`src/rtl/uart_rx_pkg.sv`:
```
package uart_rx_pkg;
   localparam int DATA_W   = 8;
   localparam int WORD_W   = 11;
   localparam int POS_FERR = 8;
   localparam int POS_PERR = 9;
   localparam int POS_BRK  = 10;

   typedef enum logic [2:0] {
      ST_IDLE,
      ST_START,
      ST_DATA,
      ST_PAR,
      ST_STOP,
      ST_BRKWAIT
   } rx_state_e;
endpackage

```
`src/rtl/rx_line_front.sv`:
```
module rx_line_front #(
   parameter int SYNC_STAGES = 2
) (
   input  logic clk,
   input  logic rst_n,
   input  logic pin,
   input  logic lb_tx,
   input  logic lb_sel,
   output logic line_o
);
   logic src;
   assign src = lb_sel ? lb_tx : pin;

   if (SYNC_STAGES > 4) begin : g_bad_depth
      $error("rx_line_front: SYNC_STAGES must be 0..4");
   end

   if (SYNC_STAGES == 0) begin : g_direct
      assign line_o = src;
   end else begin : g_sync
      logic [SYNC_STAGES-1:0] chain;
      always_ff @(posedge clk or negedge rst_n) begin
         if (!rst_n) begin
            chain <= '1;
         end else begin
            chain[0] <= src;
            for (int i = 1; i < SYNC_STAGES; i++) chain[i] <= chain[i-1];
         end
      end
      assign line_o = chain[SYNC_STAGES-1];
   end
endmodule

```
`src/rtl/rx_frame_core.sv`:
```
module rx_frame_core
   import uart_rx_pkg::*;
#(
   parameter int OVS = 16
) (
   input  logic              clk,
   input  logic              rst_n,
   input  logic              tick,
   input  logic              line,
   input  logic              par_en,
   input  logic              par_even,
   input  logic [1:0]        len,
   output logic              done,
   output logic [WORD_W-1:0] word,
   output logic              busy
);
   localparam int TW   = $clog2(OVS);
   localparam int HALF = OVS / 2;

   if (OVS < 4 || (OVS % 2) != 0) begin : g_bad_ovs
      $error("rx_frame_core: OVS must be even and at least 4");
   end

   rx_state_e         state;
   logic [TW-1:0]     tcnt;
   logic [2:0]        bidx;
   logic [DATA_W-1:0] data;
   logic              pbit;
   logic [1:0]        len_q;
   logic              pen_q;
   logic              pev_q;

   logic       at_half, at_full, ferr, perr, brk;
   logic [2:0] last_idx;

   assign at_half  = (tcnt == TW'(HALF - 1));
   assign at_full  = (tcnt == TW'(OVS - 1));
   assign last_idx = {1'b0, len_q} + 3'd4;
   assign ferr     = !line;
   assign perr     = pen_q && ((^data ^ pbit) ^ !pev_q);
   assign brk      = (data == '0) && !pbit && !line;
   assign busy     = (state != ST_IDLE);

   always_ff @(posedge clk or negedge rst_n) begin
      if (!rst_n) begin
         state <= ST_IDLE;
         tcnt  <= '0;
         bidx  <= '0;
         data  <= '0;
         pbit  <= 1'b0;
         len_q <= 2'd3;
         pen_q <= 1'b0;
         pev_q <= 1'b0;
         done  <= 1'b0;
         word  <= '0;
      end else begin
         done <= 1'b0;
         if (tick) begin
            unique case (state)
               ST_IDLE: begin
                  if (!line) begin
                     state <= ST_START;
                     tcnt  <= '0;
                  end
               end
               ST_START: begin
                  if (at_half) begin
                     tcnt <= '0;
                     if (!line) begin
                        state <= ST_DATA;
                        data  <= '0;
                        pbit  <= 1'b0;
                        bidx  <= '0;
                        len_q <= len;
                        pen_q <= par_en;
                        pev_q <= par_even;
                     end else begin
                        state <= ST_IDLE;
                     end
                  end else begin
                     tcnt <= tcnt + 1'b1;
                  end
               end
               ST_DATA: begin
                  if (at_full) begin
                     tcnt       <= '0;
                     data[bidx] <= line;
                     if (bidx == last_idx) state <= pen_q ? ST_PAR : ST_STOP;
                     else                  bidx  <= bidx + 1'b1;
                  end else begin
                     tcnt <= tcnt + 1'b1;
                  end
               end
               ST_PAR: begin
                  if (at_full) begin
                     tcnt  <= '0;
                     pbit  <= line;
                     state <= ST_STOP;
                  end else begin
                     tcnt <= tcnt + 1'b1;
                  end
               end
               ST_STOP: begin
                  if (at_full) begin
                     tcnt  <= '0;
                     done  <= 1'b1;
                     word  <= {brk, perr, ferr, data};
                     state <= brk ? ST_BRKWAIT : ST_IDLE;
                  end else begin
                     tcnt <= tcnt + 1'b1;
                  end
               end
               ST_BRKWAIT: begin
                  if (line) state <= ST_IDLE;
               end
               default: state <= ST_IDLE;
            endcase
         end
      end
   end

   AST_BRK_IMPLIES_FERR: assert property (@(posedge clk) disable iff (!rst_n)
      (done && word[POS_BRK]) |-> (word[POS_FERR] && word[DATA_W-1:0] == '0));
   AST_UNUSED_DATA_ZERO: assert property (@(posedge clk) disable iff (!rst_n)
      done |-> ((word[DATA_W-1:0] >> ({2'b00, len_q} + 4'd5)) == '0));
   AST_PERR_GATED: assert property (@(posedge clk) disable iff (!rst_n)
      (done && !pen_q) |-> !word[POS_PERR]);
   AST_STB_SINGLE: assert property (@(posedge clk) disable iff (!rst_n)
      done |=> !done);
   AST_BRKWAIT_NO_STB: assert property (@(posedge clk) disable iff (!rst_n)
      (state == ST_BRKWAIT) |=> !done);
endmodule

```
`src/rtl/rx_idle_timer.sv`:
```
module rx_idle_timer #(
   parameter int OVS   = 16,
   parameter int LIM_W = 5
) (
   input  logic             clk,
   input  logic             rst_n,
   input  logic             tick,
   input  logic             busy,
   input  logic             done,
   input  logic [1:0]       len,
   input  logic             par_en,
   input  logic [LIM_W-1:0] limit,
   output logic             pulse
);
   localparam int CW = $clog2(OVS * 11 + 1);

   if (LIM_W < 1) begin : g_bad_lim
      $error("rx_idle_timer: LIM_W must be at least 1");
   end

   logic [CW-1:0]    char_ticks;
   logic [CW-1:0]    tk;
   logic [LIM_W-1:0] ch;
   logic             armed;

   assign char_ticks = CW'(OVS) * (CW'(7) + CW'(len) + CW'(par_en));

   always_ff @(posedge clk or negedge rst_n) begin
      if (!rst_n) begin
         tk    <= '0;
         ch    <= '0;
         armed <= 1'b0;
         pulse <= 1'b0;
      end else begin
         pulse <= 1'b0;
         if (done) begin
            armed <= 1'b1;
            tk    <= '0;
            ch    <= '0;
         end else if (busy) begin
            tk <= '0;
            ch <= '0;
         end else if (armed && limit != '0 && tick) begin
            if (tk == char_ticks - 1'b1) begin
               tk <= '0;
               if (ch == limit - 1'b1) begin
                  pulse <= 1'b1;
                  armed <= 1'b0;
                  ch    <= '0;
               end else begin
                  ch <= ch + 1'b1;
               end
            end else begin
               tk <= tk + 1'b1;
            end
         end
      end
   end

   AST_PULSE_SINGLE: assert property (@(posedge clk) disable iff (!rst_n)
      pulse |=> !pulse);
   AST_ZERO_LIMIT_SILENT: assert property (@(posedge clk) disable iff (!rst_n)
      (limit == '0 && $past(limit) == '0) |-> !pulse);
endmodule

```
`src/rtl/uart_rx_tagger.sv`:
```
module uart_rx_tagger
   import uart_rx_pkg::*;
#(
   parameter int OVS         = 16,
   parameter int SYNC_STAGES = 2,
   parameter int TMO_W       = 5
) (
   input  logic              clk,
   input  logic              rst_n,
   input  logic              tick16,
   input  logic              rx_pin,
   input  logic              lb_tx,
   input  logic              lb_sel,
   input  logic              cfg_par_en,
   input  logic              cfg_par_even,
   input  logic [1:0]        cfg_len,
   input  logic [TMO_W-1:0]  cfg_idle,
   output logic              rx_stb,
   output logic [WORD_W-1:0] rx_word,
   output logic              idle_pulse
);
   logic line, busy;

   rx_line_front #(.SYNC_STAGES(SYNC_STAGES)) u_front (
      .clk    (clk),
      .rst_n  (rst_n),
      .pin    (rx_pin),
      .lb_tx  (lb_tx),
      .lb_sel (lb_sel),
      .line_o (line)
   );

   rx_frame_core #(.OVS(OVS)) u_core (
      .clk      (clk),
      .rst_n    (rst_n),
      .tick     (tick16),
      .line     (line),
      .par_en   (cfg_par_en),
      .par_even (cfg_par_even),
      .len      (cfg_len),
      .done     (rx_stb),
      .word     (rx_word),
      .busy     (busy)
   );

   rx_idle_timer #(.OVS(OVS), .LIM_W(TMO_W)) u_timer (
      .clk    (clk),
      .rst_n  (rst_n),
      .tick   (tick16),
      .busy   (busy),
      .done   (rx_stb),
      .len    (cfg_len),
      .par_en (cfg_par_en),
      .limit  (cfg_idle),
      .pulse  (idle_pulse)
   );

   AST_NO_STB_AFTER_RESET: assert property (@(posedge clk) disable iff (!rst_n)
      $rose(rst_n) |-> !rx_stb && !idle_pulse);
endmodule

```
`config.mk`:
```
export PLATFORM = sky130hd
export DESIGN_NAME = uart_rx_tagger
export DESIGN_NICKNAME = d
export VERILOG_FILES = /design/src/rtl/uart_rx_pkg.sv /design/src/rtl/rx_line_front.sv /design/src/rtl/rx_frame_core.sv /design/src/rtl/rx_idle_timer.sv /design/src/rtl/uart_rx_tagger.sv
export SDC_FILE = /design/constraint.sdc
export NUM_CORES = 1
export LEC_CHECK = 0
export ABC_AREA = 1
export BUFFER_PORTS_ARGS = -buffer_cell sky130_fd_sc_hd__buf_2
export CORE_AREA = 2 2 75 77
export DETAILED_ROUTE_END_ITERATION = 8
export DIE_AREA = 0 0 77 79
export PLACE_DENSITY = 0.87
export SYNTH_ARGS = -nofsm -noshare
export SYNTH_HDL_FRONTEND = slang
export SYNTH_SLANG_ARGS = --single-unit
```
`constraint.sdc`:
```
create_clock -name clk -period 2.1 [get_ports clk]
set_input_delay 0.315 -clock clk [delete_from_list [all_inputs] [get_ports clk]]
set_output_delay 0.315 -clock clk [all_outputs]
set_load 0.01 [all_outputs]
```
After elaboration in Yosys (flattened, before gate mapping)
Cells that the tools add are included.
- register bits after elaboration: 52
- input bits: 15
- word-level logic and storage cells: 135
- $add $sub $neg: 9
- $lt $le $gt $ge: 2
- eq/ne operators: 20
- muxes and demuxes: 54
- bitwise gates (word level): 3
- reduce and logical (&&, ||, !) cells: 32
- operator list (kind ; number):
    two-way mux 8 bit ; 7
    two-way mux 3 bit ; 13
    two-way mux 5 bit ; 5
    two-way mux 1 bit ; 18
    case mux 3 bit (6 select lines) ; 1
    case mux 8 bit (2 select lines) ; 1
    two-way mux 4 bit ; 3
    inequality test 2 x 1 -> 1 bit, second input constant ; 6
    case mux 4 bit (3 select lines) ; 1
    nonzero test 3 bit ; 4
    AND reduction 5 bit ; 2
    nonzero test 2 bit ; 5
    adder 8 x 1 -> 8 bit, second input constant ; 1
    bitwise mux 8 bit ; 1
    == test 8 bit ; 1
    logical NOT 8 bit ; 1
    inequality test 2 bit, second input constant ; 4
    AND reduction 4 bit ; 2
    AND reduction 8 bit ; 1
    XOR reduction 8 bit ; 1
    subtractor 8 x 1 -> 8 bit, second input constant ; 1
    == test 3 x 2 -> 1 bit, second input constant ; 2
    == test 3 bit, second input constant ; 2
    logical AND 1 bit ; 6
    27 further kinds ; 31

Logic depth before layout (Yosys ltp)
Gate-level depths: netlist of the first run.
- depth after elaboration: 8
- gate-level depth with buffers: 14
- depth with buffers taken out: 14

Cells and area by module
From an unflattened synthesis of the first run, not the netlist that was laid out.
- cells, all modules: 430
- area, all modules: 3199.3 um2
- by module, submodules not included (module ; instances ; cells each ; area each (um2) ; sequential area each (um2)):
    rx_frame_core ; 1 ; 267 ; 2005.7 ; 878.3
    rx_idle_timer ; 1 ; 157 ; 1126.1 ; 375.4
    rx_line_front ; 1 ; 6 ; 67.6 ; 52.6

Least setup slack after synthesis of the first run
Ideal clock, no wire load.
- kind: input port to flip-flop
- start point: input port cfg_par_en
- end point: register u_timer.tk[5]
- library setup time: 0.120 ns
- arrival time: 1.907 ns
- data required time: 1.980 ns
- path slack: 0.073 ns
- cell stages on the path: 12
- buffers on the path: 0
- cell sequence: inv_1 -> ha_1 -> inv_1 -> fa_1 -> inv_1 -> nand2_1 -> nand2_1 -> nor2_1 -> nand3_1 -> nand2_2 -> nand2_4 -> and3_1
- longest elaborated chain between the ends: 7
- ends and longest elaborated chain (what ; RTL line ; source):
    from (decl) ; uart_rx_tagger.sv:14 ; input logic cfg_par_en,
    adder 4 x 1 -> 4 bit ; rx_idle_timer.sv:26 ; assign char_ticks = CW'(OVS) * (CW'(7) + CW'(len) + CW'(par_en));
    subtractor 8 x 1 -> 8 bit ; rx_idle_timer.sv:44 ; if (tk == char_ticks - 1'b1) begin
    == test 8 bit ; rx_idle_timer.sv:44 ;
    two-way mux 8 bit ; rx_idle_timer.sv:44 ;
    two-way mux 8 bit ; rx_idle_timer.sv:43 ; end else if (armed && limit != '0 && tick) begin
    two-way mux 8 bit ; rx_idle_timer.sv:40 ; end else if (busy) begin
    two-way mux 8 bit ; rx_idle_timer.sv:36 ; if (done) begin
    to (signal assigned) ; rx_idle_timer.sv:54 ; tk <= tk + 1'b1;
    to (decl) ; rx_idle_timer.sv:22 ; logic [CW-1:0] tk;
No other way between the ends. The select of a mux whose other input is x is not followed.
A chain may end at the register's enable or synchronous reset.

Final worst setup path of the first run
- start point: input port cfg_len[0]
- end point: register u_timer.ch[2]
- longest elaborated chain between the ends: 6
- ends and longest elaborated chain (what ; RTL line ; source):
    from (decl) ; uart_rx_tagger.sv:16 ; input logic [1:0] cfg_len,
    adder 3 x 2 -> 4 bit ; rx_idle_timer.sv:26 ;
    adder 4 x 1 -> 4 bit ; rx_idle_timer.sv:26 ;
    subtractor 8 x 1 -> 8 bit ; rx_idle_timer.sv:44 ;
    == test 8 bit ; rx_idle_timer.sv:44 ;
    nonzero test 3 bit (no line) ; -- ;
    AND reduction 2 bit (no line) ; -- ;
    to (signal assigned) ; rx_idle_timer.sv:51 ; ch <= ch + 1'b1;
    to (decl) ; rx_idle_timer.sv:23 ; logic [LIM_W-1:0] ch;
No other way between the ends.

==> results.ini, run 1 <==
[outcome]
status=finished with violations
violations=negative hold slack

[detailed_routing]
vias=2625
wl_per_cell_um=11.7
vias_per_cell=5.22
first_iter_violations=200
ant_nets=0
wl_um=5910
drc_errors=0
drtPass1Iterations=4

[yosys]
synth_cell_types=33
synthAdderAreaFrac=0.0483
synth-compound-area-share=0.100
syn_area_per_cell_um2=7.54
yosys-top-cells-area=dfrtp_1 (40%), nand2_1 (12%), inv_1 (6.1%)
synth-seq-area-share=0.434
async_flop_share=1.00
synth_top_family_by_area=simple AND/OR/NAND/NOR gates
yosys.area_share.simple=0.297
synth_area_leader_cell=dfrtp_1
synth.most_common_cell=nand2_1
ys_top_cells_by_count=nand2_1 (98), inv_1 (49), dfrtp_1 (48)
synth-edff-count=0
synth-main-ff-cell=dfrtp_1
syn_area_um2=3010
synth_xor_area_frac=0.0291
ys_ff_latch=52
muxShareOfSynthArea=0.00374
syn_nets=425
yosysWarningCount=0
netlist.area_leader.share=0.399
syn_inst=399

[power_and_ir_drop]
total_leakage_power_nw=1.73
ir_drop_uv=608
p_per_area_nw_per_um2=1080

[cells_and_area]
fin_util=0.642
areaGrowthSynthToFinish_pct=14.0
diodes=0
multi_input_area_um2=1480
drive_above_1_share=0.167
stdcell_count=503
final_design_area_no_fill_um2=3430
fillCellCount=464
ff_latch_area_um2=1310
nets=456

[timing]
worst_pin_slew_ps=550
hold_slack_ps=-12.4
maxSlewHeadroom=0.633
skew_ps=3.56
report.final.slew_viol_count=0
fmax_mhz=509
min_period_ps=1960
finalCritPeriodShare=0.935
setup_viol=0
hold_viol=24
setup_tns_ps=0

[critical_path]
reg2reg_to=u_timer.tk[5]
cp-end-kind=register
crit_start=cfg_len[0]
cpMaxStageDelayCell=fa_1
path_cells=buf_2 > inv_1 > ha_1 > inv_1 > fa_1 > inv_1 > nand2_1 > nand2_1 > nor2_2 > nand3_4 > nor2_2 > nand3_1 > nand2_1 > nor2_1
path_delay_family=simple AND/OR/NAND/NOR gates
worst_ep_arrival_time_ps=2160
worst-path-buf-inv=4
crit_path_max_incr_delay_ps=520
rrSetupSlack_ps=280
critPathMaxFanout=3
reg2reg_depth=9
start_kind=input pin
cp.depth=14
r2r_start=u_core.state[0]
required_ps=2300
crit_type=input pin to register
endpoint=u_timer.ch[2]

[min_path]
hp-class=input pin to asynchronous set/reset pin

[clock_network]
clk_pin_slew_ps=100
cts.htree.levels=2
cts_max_path_buffers=2
cts_tree=yes
postCtsHoldBufs=0
clk_latency_ps=300
clock_sinks=52
cts_buffers=5
clockRootBuffer=clkbuf_8
post-cts-setup-buffer-count=0
cts-resized-gates=0

[floorplanning]
die_area_um2=6080
die_width_um=77
ios=28
start_util=0.564
num_rows=27
coreArea_um2=5340
die_h_um=79

[grt]
grt_pass1_vias=2528
antenna_found_initial=0
met2_usage=0.398
grt_overflow=0
gr-usage-met1=0.241
grt_max_degree=29
busiest_layer=met2
grt_first_pass_wirelength_um=10400
grt_use_total=0.210
use_met3=0.0341

[placed_design]
place_hpwl_um=4410
place_inst=495
placed_area_um2=3230
port_buffers=27
gp_congestion=0.864

[flow_run]
maxCapViolCount=0

## kinds of logic (layout without fill, tap and decap cells)
kind of cell               after synthesis  after routing
and+or+nand+nor                        202            202
muxes                                    1              1
adders and majority gates               11             11
xor gates and xnor gates                10             10
buffers and inverters                   65             97
DFF                                     52             52
AOI/OAI and AO/OA                       58             58
## worst register-to-register path: cells and delay by family (launching register included)
family | cells | cell delay (ps)
flops | 1 | 450
buf+inv | 3 | 380
compound gates | 1 | 100
simple gates | 5 | 790
## through the flow
step | setup WS, ps | power [W] | hold slack [ps]
final | 137 | 0.00371 | -12.4
after global routing | -11.2 | 0.00398 | 21.9
after floorplan | 73.4 | 0.00244 | 19.4
after detailed placement | -161 | 0.00273 | 332
after global placement | -130 | 0.00266 | 331
after CTS | 103 | 0.00366 | 1.47
## layout by cell type, fill, tap and decap left out, types with 2 or more instances in the layout
master	netlist	final
nand4_1	6	6
clkbuf_8	0	5
inv_2	9	9
bufinv_16	0	3
ha_1	10	10
dfrtp_1	48	48
nand3_1	30	29
nor2_1	43	41
nor3_1	8	8
dfstp_2	4	4
a21oi_1	7	7
o21ai_1	24	24
nor2_4	2	2
nor2_2	4	6
nand2_4	2	2
nand2_2	4	3
o22ai_1	2	2
buf_2	2	27
inv_1	49	49
buf_4	0	3
nand2_1	98	98
xnor2_1	6	6
o21ai_0	22	22
xor2_1	4	4
## cell type report
| type | instances | share of cell area |
|---|---|---|
| Clock buffer | 5 | 0.0201 |
| Clock inverter | 3 | 0.0263 |
| Inverter | 58 | 0.0635 |
| Multi-Input combinational cell | 282 | 0.431 |
| Sequential cell | 52 | 0.381 |
| Tap cell | 72 | 0.0263 |
| Timing Repair Buffer | 31 | 0.0518 |
## where the power goes
part | total [W] | switching, W | internal (W)
Sequential | 0.00132 | 0.000150 | 0.00117
Clock | 0.000930 | 0.000335 | 0.000596
Combinational | 0.00146 | 0.000992 | 0.000464
Total | 0.00371 | 0.00148 | 0.00223
## how the worst min path moves through the flow
stage | startpoint | to | slack, ps | cells after the start
finish | rst_n | u_core.state[1] | -10 | 1
global route | rst_n | u_core.state[1] | 20 | 1
CTS | rst_n | u_core.state[1] | 1 | 1
detailed placement | rst_n | u_core.state[1] | 330 | 1
global placement | rst_n | u_core.state[1] | 330 | 1
floorplan | rst_n | u_core.bidx[0] | 20 | 0
## sequential cells by signal (all words and copies together) (netlist names)
signal and cells:
u_core.pbit 1, u_timer.armed 1, u_core.done 1, u_core.pev_q 1
u_core.len_q 2, u_core.word 11, u_timer.pulse 1, u_core.data 8
u_core.tcnt 4, u_front.g_sync.chain 2, u_core.pen_q 1, u_timer.ch 5
u_core.bidx 3, u_timer.tk 8, u_core.state 3
## layer usage
metal	vias up	part of all wire	wire, um
met1	1205	0.42	2480
met4	0	0.016	97
met5	-	0	0
met2	74	0.52	3100
li1	1334	-	-
met3	12	0.039	232
No activity file was read; power rests on OpenSTA's default activity.
==> run 2, diff against run 1 <==
CORE_AREA = 2 2 78 80   (was 2 2 75 77)
DIE_AREA = 0 0 80 82   (was 0 0 77 79)
PLACE_DENSITY = 0.85   (was 0.87)
clock period = 1.73 ns   (was 2.1 ns; I/O delays follow)
==> run 2 against run 1 <==
Against the previous run: the flow finishes with violations (negative setup slack); final area grew 4.8%; utilization shrank 1.7 points; clock-buffer cell count is the same; combinational power grew 38%; wire length grew 5.9%; largest power group unchanged.
==> results.ini, run 2 (synthesized netlist as in run 1, its figures left out) <==
[outcome]
status=finished with violations
violations=negative setup slack

[timing]
setup_viol=10
skew_ps=5.89
setup_tns_ps=-223
min_period_ps=1780
hold_viol=0
rsz0062_at_grt=true
finalCritPeriodShare=1.03
maxSlewHeadroom=0.649
fmax_mhz=561
worst_pin_slew_ps=526
report.final.slew_viol_count=0
setup_ws_ps=-52.9

[grt]
antenna_found_initial=0
use_met3=0.0396
grt_max_degree=24
grt_use_total=0.204
met2_usage=0.380
grt_overflow=0
grt_first_pass_wirelength_um=10800
gr-usage-met1=0.237
busiest_layer=met2
grt_pass1_vias=2596

[clock_network]
cts_tree=yes
cts_max_path_buffers=2
clk_latency_ps=310
cts_buffers=5
clock_sinks=52
clk_pin_slew_ps=90
clockRootBuffer=clkbuf_8
cts.htree.levels=2

[critical_path]
worst-path-buf-inv=4
r2r_start=u_core.state[1]
reg2reg_to=u_timer.ch[0]
crit_path_max_incr_delay_ps=510
critPathMaxFanout=4
cpMaxStageDelayCell=fa_1
reg2reg_depth=9
start_kind=input pin
path_cells=buf_8 > inv_8 > ha_4 > inv_2 > fa_1 > inv_1 > nand2_1 > nand2_1 > nor2_2 > nand3_4 > nor3_4 > nand3_1 > o21ai_2
worst_path_most_repeated_cell=nand2_1
cp-end-kind=register
required_ps=1970
rrSetupSlack_ps=30
path_delay_family=adder cells
crit_type=input pin to register
worst_ep_arrival_time_ps=2020

[placed_design]
place_inst=504
port_buffers=27
place_hpwl_um=4660
dp_slack_ps=-548
placed_area_um2=3310
gp_congestion=0.897

[floorplanning]
start_util=0.524
die_width_um=80
coreArea_um2=5750
die_area_um2=6560
ios=28
die_h_um=82
num_rows=28

[cells_and_area]
ff_latch_area_um2=1310
fillCellCount=501
final_design_area_no_fill_um2=3590
final_common_cell=nand2_1
diodes=0
top_register=u_core.word
largest_registers=u_core.word x11, u_core.data x8, u_timer.tk x8
multi_input_area_um2=1560
nets=468
drive_above_1_share=0.230
largest_register_ffs=11
stdcell_count=518
areaGrowthSynthToFinish_pct=19.4
layout_common_cells=nand2_1 (97), dfrtp_1 (47), inv_1 (44), nor2_1 (39)

[detailed_routing]
ant_nets=0
drc_errors=0
drtPass1Iterations=4
vias=2702
wl_per_cell_um=12.1
first_iter_violations=165
wl_um=6250
vias_per_cell=5.22

[min_path]
whs_path_depth=2
hold_path.startpoint=rx_pin
holdPathEnd=u_front.g_sync.chain[0]
hp-class=input pin to register

[power_and_ir_drop]
comb_power_share=0.452
total_leakage_power_nw=1.79
seq_power_share=0.361
p_int_w=0.00256
ir_drop_uv=892
pwr-share-clk=0.187
total_power_w=0.00444
p_sw_frac=0.422
p_switching_w=0.00187
p_per_area_nw_per_um2=1230

[flow_run]
maxCapViolCount=0

run 2: what timing repair did:
| action | in CTS | in global routing |
|---|---|---|
| resized for setup | 13 | 21 |
| pin swaps | 8 | 8 |
| endpoints found under the hold margin | 16 | 0 |
| endpoints found under the setup margin | 16 | 31 |
| hold buffers | 1 | 0 |
| buffers inserted | 1 | 4 |
run 2: worst max-delay path by stage:
| stage | end | slack [ps] | from | cells after the start |
|---|---|---|---|---|
| 6_report | u_timer.ch[0] | -50 | cfg_par_en | 13 |
| 5_1_grt | u_timer.ch[0] | -150 | cfg_par_en | 13 |
| 4_1_cts | u_timer.ch[4] | -50 | cfg_par_en | 15 |
| 3_5_place_dp | u_timer.ch[0] | -550 | cfg_par_en | 14 |
| 3_3_place_gp | u_timer.tk[5] | -480 | cfg_par_en | 13 |
| 2_1_floorplan | u_timer.tk[5] | -190 | cfg_par_en | 12 |
run 2: worst register-to-register path, cell delays in order (launching register included):
cell and delay (ps):
dfrtp_1 400, inv_2 100, nand2_1 90, inv_2 80, nand2_1 130, nor2_4 260
inv_1 120, nor3_4 240, nand3_1 130, o21ai_2 80
run 2: final cells by class:
cell class,instances,share of cell area
Multi-Input combinational cell,282,0.433
Sequential cell,52,0.364
Timing Repair Buffer,43,0.0808
Inverter,58,0.0648
Tap cell,75,0.0261
Clock buffer,5,0.0192
Clock inverter,3,0.0118
run 2: per-stage QoR:
step | hold slack (ps) | utilization
6_report | 186 | 0.625
5_1_grt | 179 | 0.625
4_1_cts | 175 | 0.606
3_5_place_dp | 269 | 0.575
3_3_place_gp | 261 | 0.575
2_1_floorplan | -36.1 | -
run 2: layer usage:
layer	share of wire	up-vias
met5	0	-
met4	0.011	0
met3	0.041	7
met2	0.52	59
met1	0.43	1278
li1	-	1358
run 2: power groups by stage:
stage	combinational [W]	sequential, W	clock (W)
floorplan	0.00139	0.00158	0
global placement	0.00166	0.00160	0
detailed placement	0.00174	0.00162	0
CTS	0.00181	0.00159	0.000850
global route	0.00229	0.00162	0.000884
finish	0.00201	0.00160	0.000829
==> run 3, diff against run 2 <==
CORE_AREA = 2 2 75 77   (was 2 2 78 80)
DIE_AREA = 0 0 77 79   (was 0 0 80 82)
PLACE_DENSITY = 0.87   (was 0.85)
RECOVER_POWER = 100   (was default)
clock period = 1.8 ns   (was 1.73 ns; I/O delays follow)
==> run 3 against run 2 <==
Against the previous run: the flow now finishes without violations; power is 12% lower; worst setup slack better by 77 ps; hold slack better by 7.9 ps; clock power is 19% lower; wire length is 7.6% lower; critical path depth stayed put; clock-buffer cell count stayed put; via count is 3.7% lower; sequential share of layout area is 1.6 points higher; largest cell class unchanged; highest routed layer unchanged.
==> results.ini, run 3 (synthesized netlist as in run 1, its figures left out) <==
[critical_path]
cp-end-kind=register
required_ps=2030
worst_ep_arrival_time_ps=2010
critPathMaxFanout=4
crit_type=input pin to register
path_cells=buf_8 > inv_8 > ha_4 > inv_2 > fa_1 > inv_1 > nand2_1 > nand2_1 > nor2_2 > nand3_4 > nor3_4 > nand3_1 > o21ai_1
worst_path_most_repeated_cell=nand2_1
cpMaxStageDelayCell=fa_1
crit_path_max_incr_delay_ps=490
start_kind=input pin
worst-path-buf-inv=4
path_delay_family=adder cells

[floorplanning]
coreArea_um2=5340
start_util=0.564
die_width_um=77
die_h_um=79
ios=28
num_rows=27
die_area_um2=6080

[detailed_routing]
first_iter_violations=203
wl_um=5780
ant_nets=0
vias_per_cell=5.13
vias=2602
wl_per_cell_um=11.4
drc_errors=0
drtPass1Iterations=4

[clock_network]
clockRootBuffer=clkbuf_8
cts.htree.levels=2
cts_max_path_buffers=2
clk_pin_slew_ps=100
clock_sinks=52
cts_tree=yes
clk_latency_ps=300
cts_buffers=5

[timing]
fmax_mhz=563
worst_pin_slew_ps=1290
setup_viol=0
report.final.slew_viol_count=0
finalCritPeriodShare=0.987
skew_ps=8.77
min_period_ps=1780
maxSlewHeadroom=0.142
rsz0062_at_grt=true
hold_viol=0

[cells_and_area]
drive_above_1_share=0.156
layout_common_cells=nand2_1 (97), dfrtp_1 (48), inv_1 (46), nor2_1 (42), nand3_1 (27)
stdcell_count=507
largest_register_ffs=11
nets=460
areaGrowthSynthToFinish_pct=14.4
largest_registers=u_core.word x11, u_core.data x8, u_timer.tk x8
top_register=u_core.word
final_design_area_no_fill_um2=3440
fillCellCount=472
final_common_cell=nand2_1
diodes=0

[grt]
antenna_found_initial=0
grt_pass1_vias=2429
grt_first_pass_wirelength_um=9660
grt_max_degree=30
grt_overflow=0
grt_use_total=0.195

[placed_design]
place_hpwl_um=4350
placed_area_um2=3280
gp_congestion=0.875
place_inst=498
port_buffers=27

[power_and_ir_drop]
ir_drop_uv=851
total_leakage_power_nw=1.69
p_per_area_nw_per_um2=1140

[outcome]
status=completed

[flow_run]
maxCapViolCount=0

[min_path]
hp-class=input pin to register

==> run 3: changes by cell type in the layout (fill, tap and decap cells not counted), moves of 2 or more <==
cell / change
nor2_1: +3
buf_4: -8
clkbuf_1: +14
inv_2: -2
nor2_2: -2
inv_1: +2
buf_2: -14
nand3_2: -2
o21ai_1: +3
o21ai_2: -4
nand3_1: +2
==> run 3: through the flow <==
stage	TNS (ps)	setup slack (ps)	total power, W	utilization	hold WS (ps)
final	0	23.8	0.00392	0.645	194
after global routing	-1480	-104	0.00425	0.645	188
after CTS	0	7.95	0.00389	0.637	185
after global placement	-5240	-410	0.00312	0.614	272
after floorplan	-1330	-133	0.00285	-	-25.6
after detailed placement	-5750	-454	0.00319	0.614	278
==> run 3: routing by layer <==
metal	share of wire	global-route usage
met1	0.45	0.228
met2	0.50	0.361
met3	0.043	0.0375
met4	0.0087	0.0625
met5	0	0
==> run 3: worst min-delay path, stage by stage <==
cell	delay [ps]
buf_2	90
nand2_1	50
nand2_1	60
==> run 3: final cells by class <==
cell class                 count  area [um2]  area share
inverter                      58         233      0.0676
tap                           72        90.1      0.0262
sequential                    52        1310       0.380
timing repair buffer          35         209      0.0607
clock inverter                 3        23.8     0.00691
multi-input combinational    282        1510       0.439
clock buffer                   5        68.8      0.0200
==> run 3: what timing repair did <==
item                                   4_1_cts  5_1_grt
endpoints found under the hold margin       23        0
pin swaps                                    6        8
hold buffers                                 1        0
setup buffers                                0        0
setup endpoints to repair                   14       29
resized for setup                            5       15
==> run 3: power breakdown <==
| part | switching, W | internal (W) | total (W) |
|---|---|---|---|
| combinational | 0.00114 | 0.000561 | 0.00170 |
| clock | 0.000398 | 0.000276 | 0.000674 |
| sequential | 0.000170 | 0.00137 | 0.00154 |
==> run 3: worst paths after layout <==
| check | end | cells past startpoint | start | slack [ps] |
|---|---|---|---|---|
| worst max-delay path | u_timer.ch[1] | 13 | cfg_par_en | 20 |
| worst min-delay path | u_core.pev_q | 3 | cfg_par_even | 190 |
| worst max register to register | u_core.state[2] | 10 | u_core.tcnt[0] | 80 |
| worst min register to register | u_front.g_sync.chain[1] | 0 | u_front.g_sync.chain[0] | 370 |
| max in group asynchronous | u_core.len_q[1] | 3 | rst_n | 200 |
| min in group asynchronous | u_core.state[2] | 2 | rst_n | 750 |
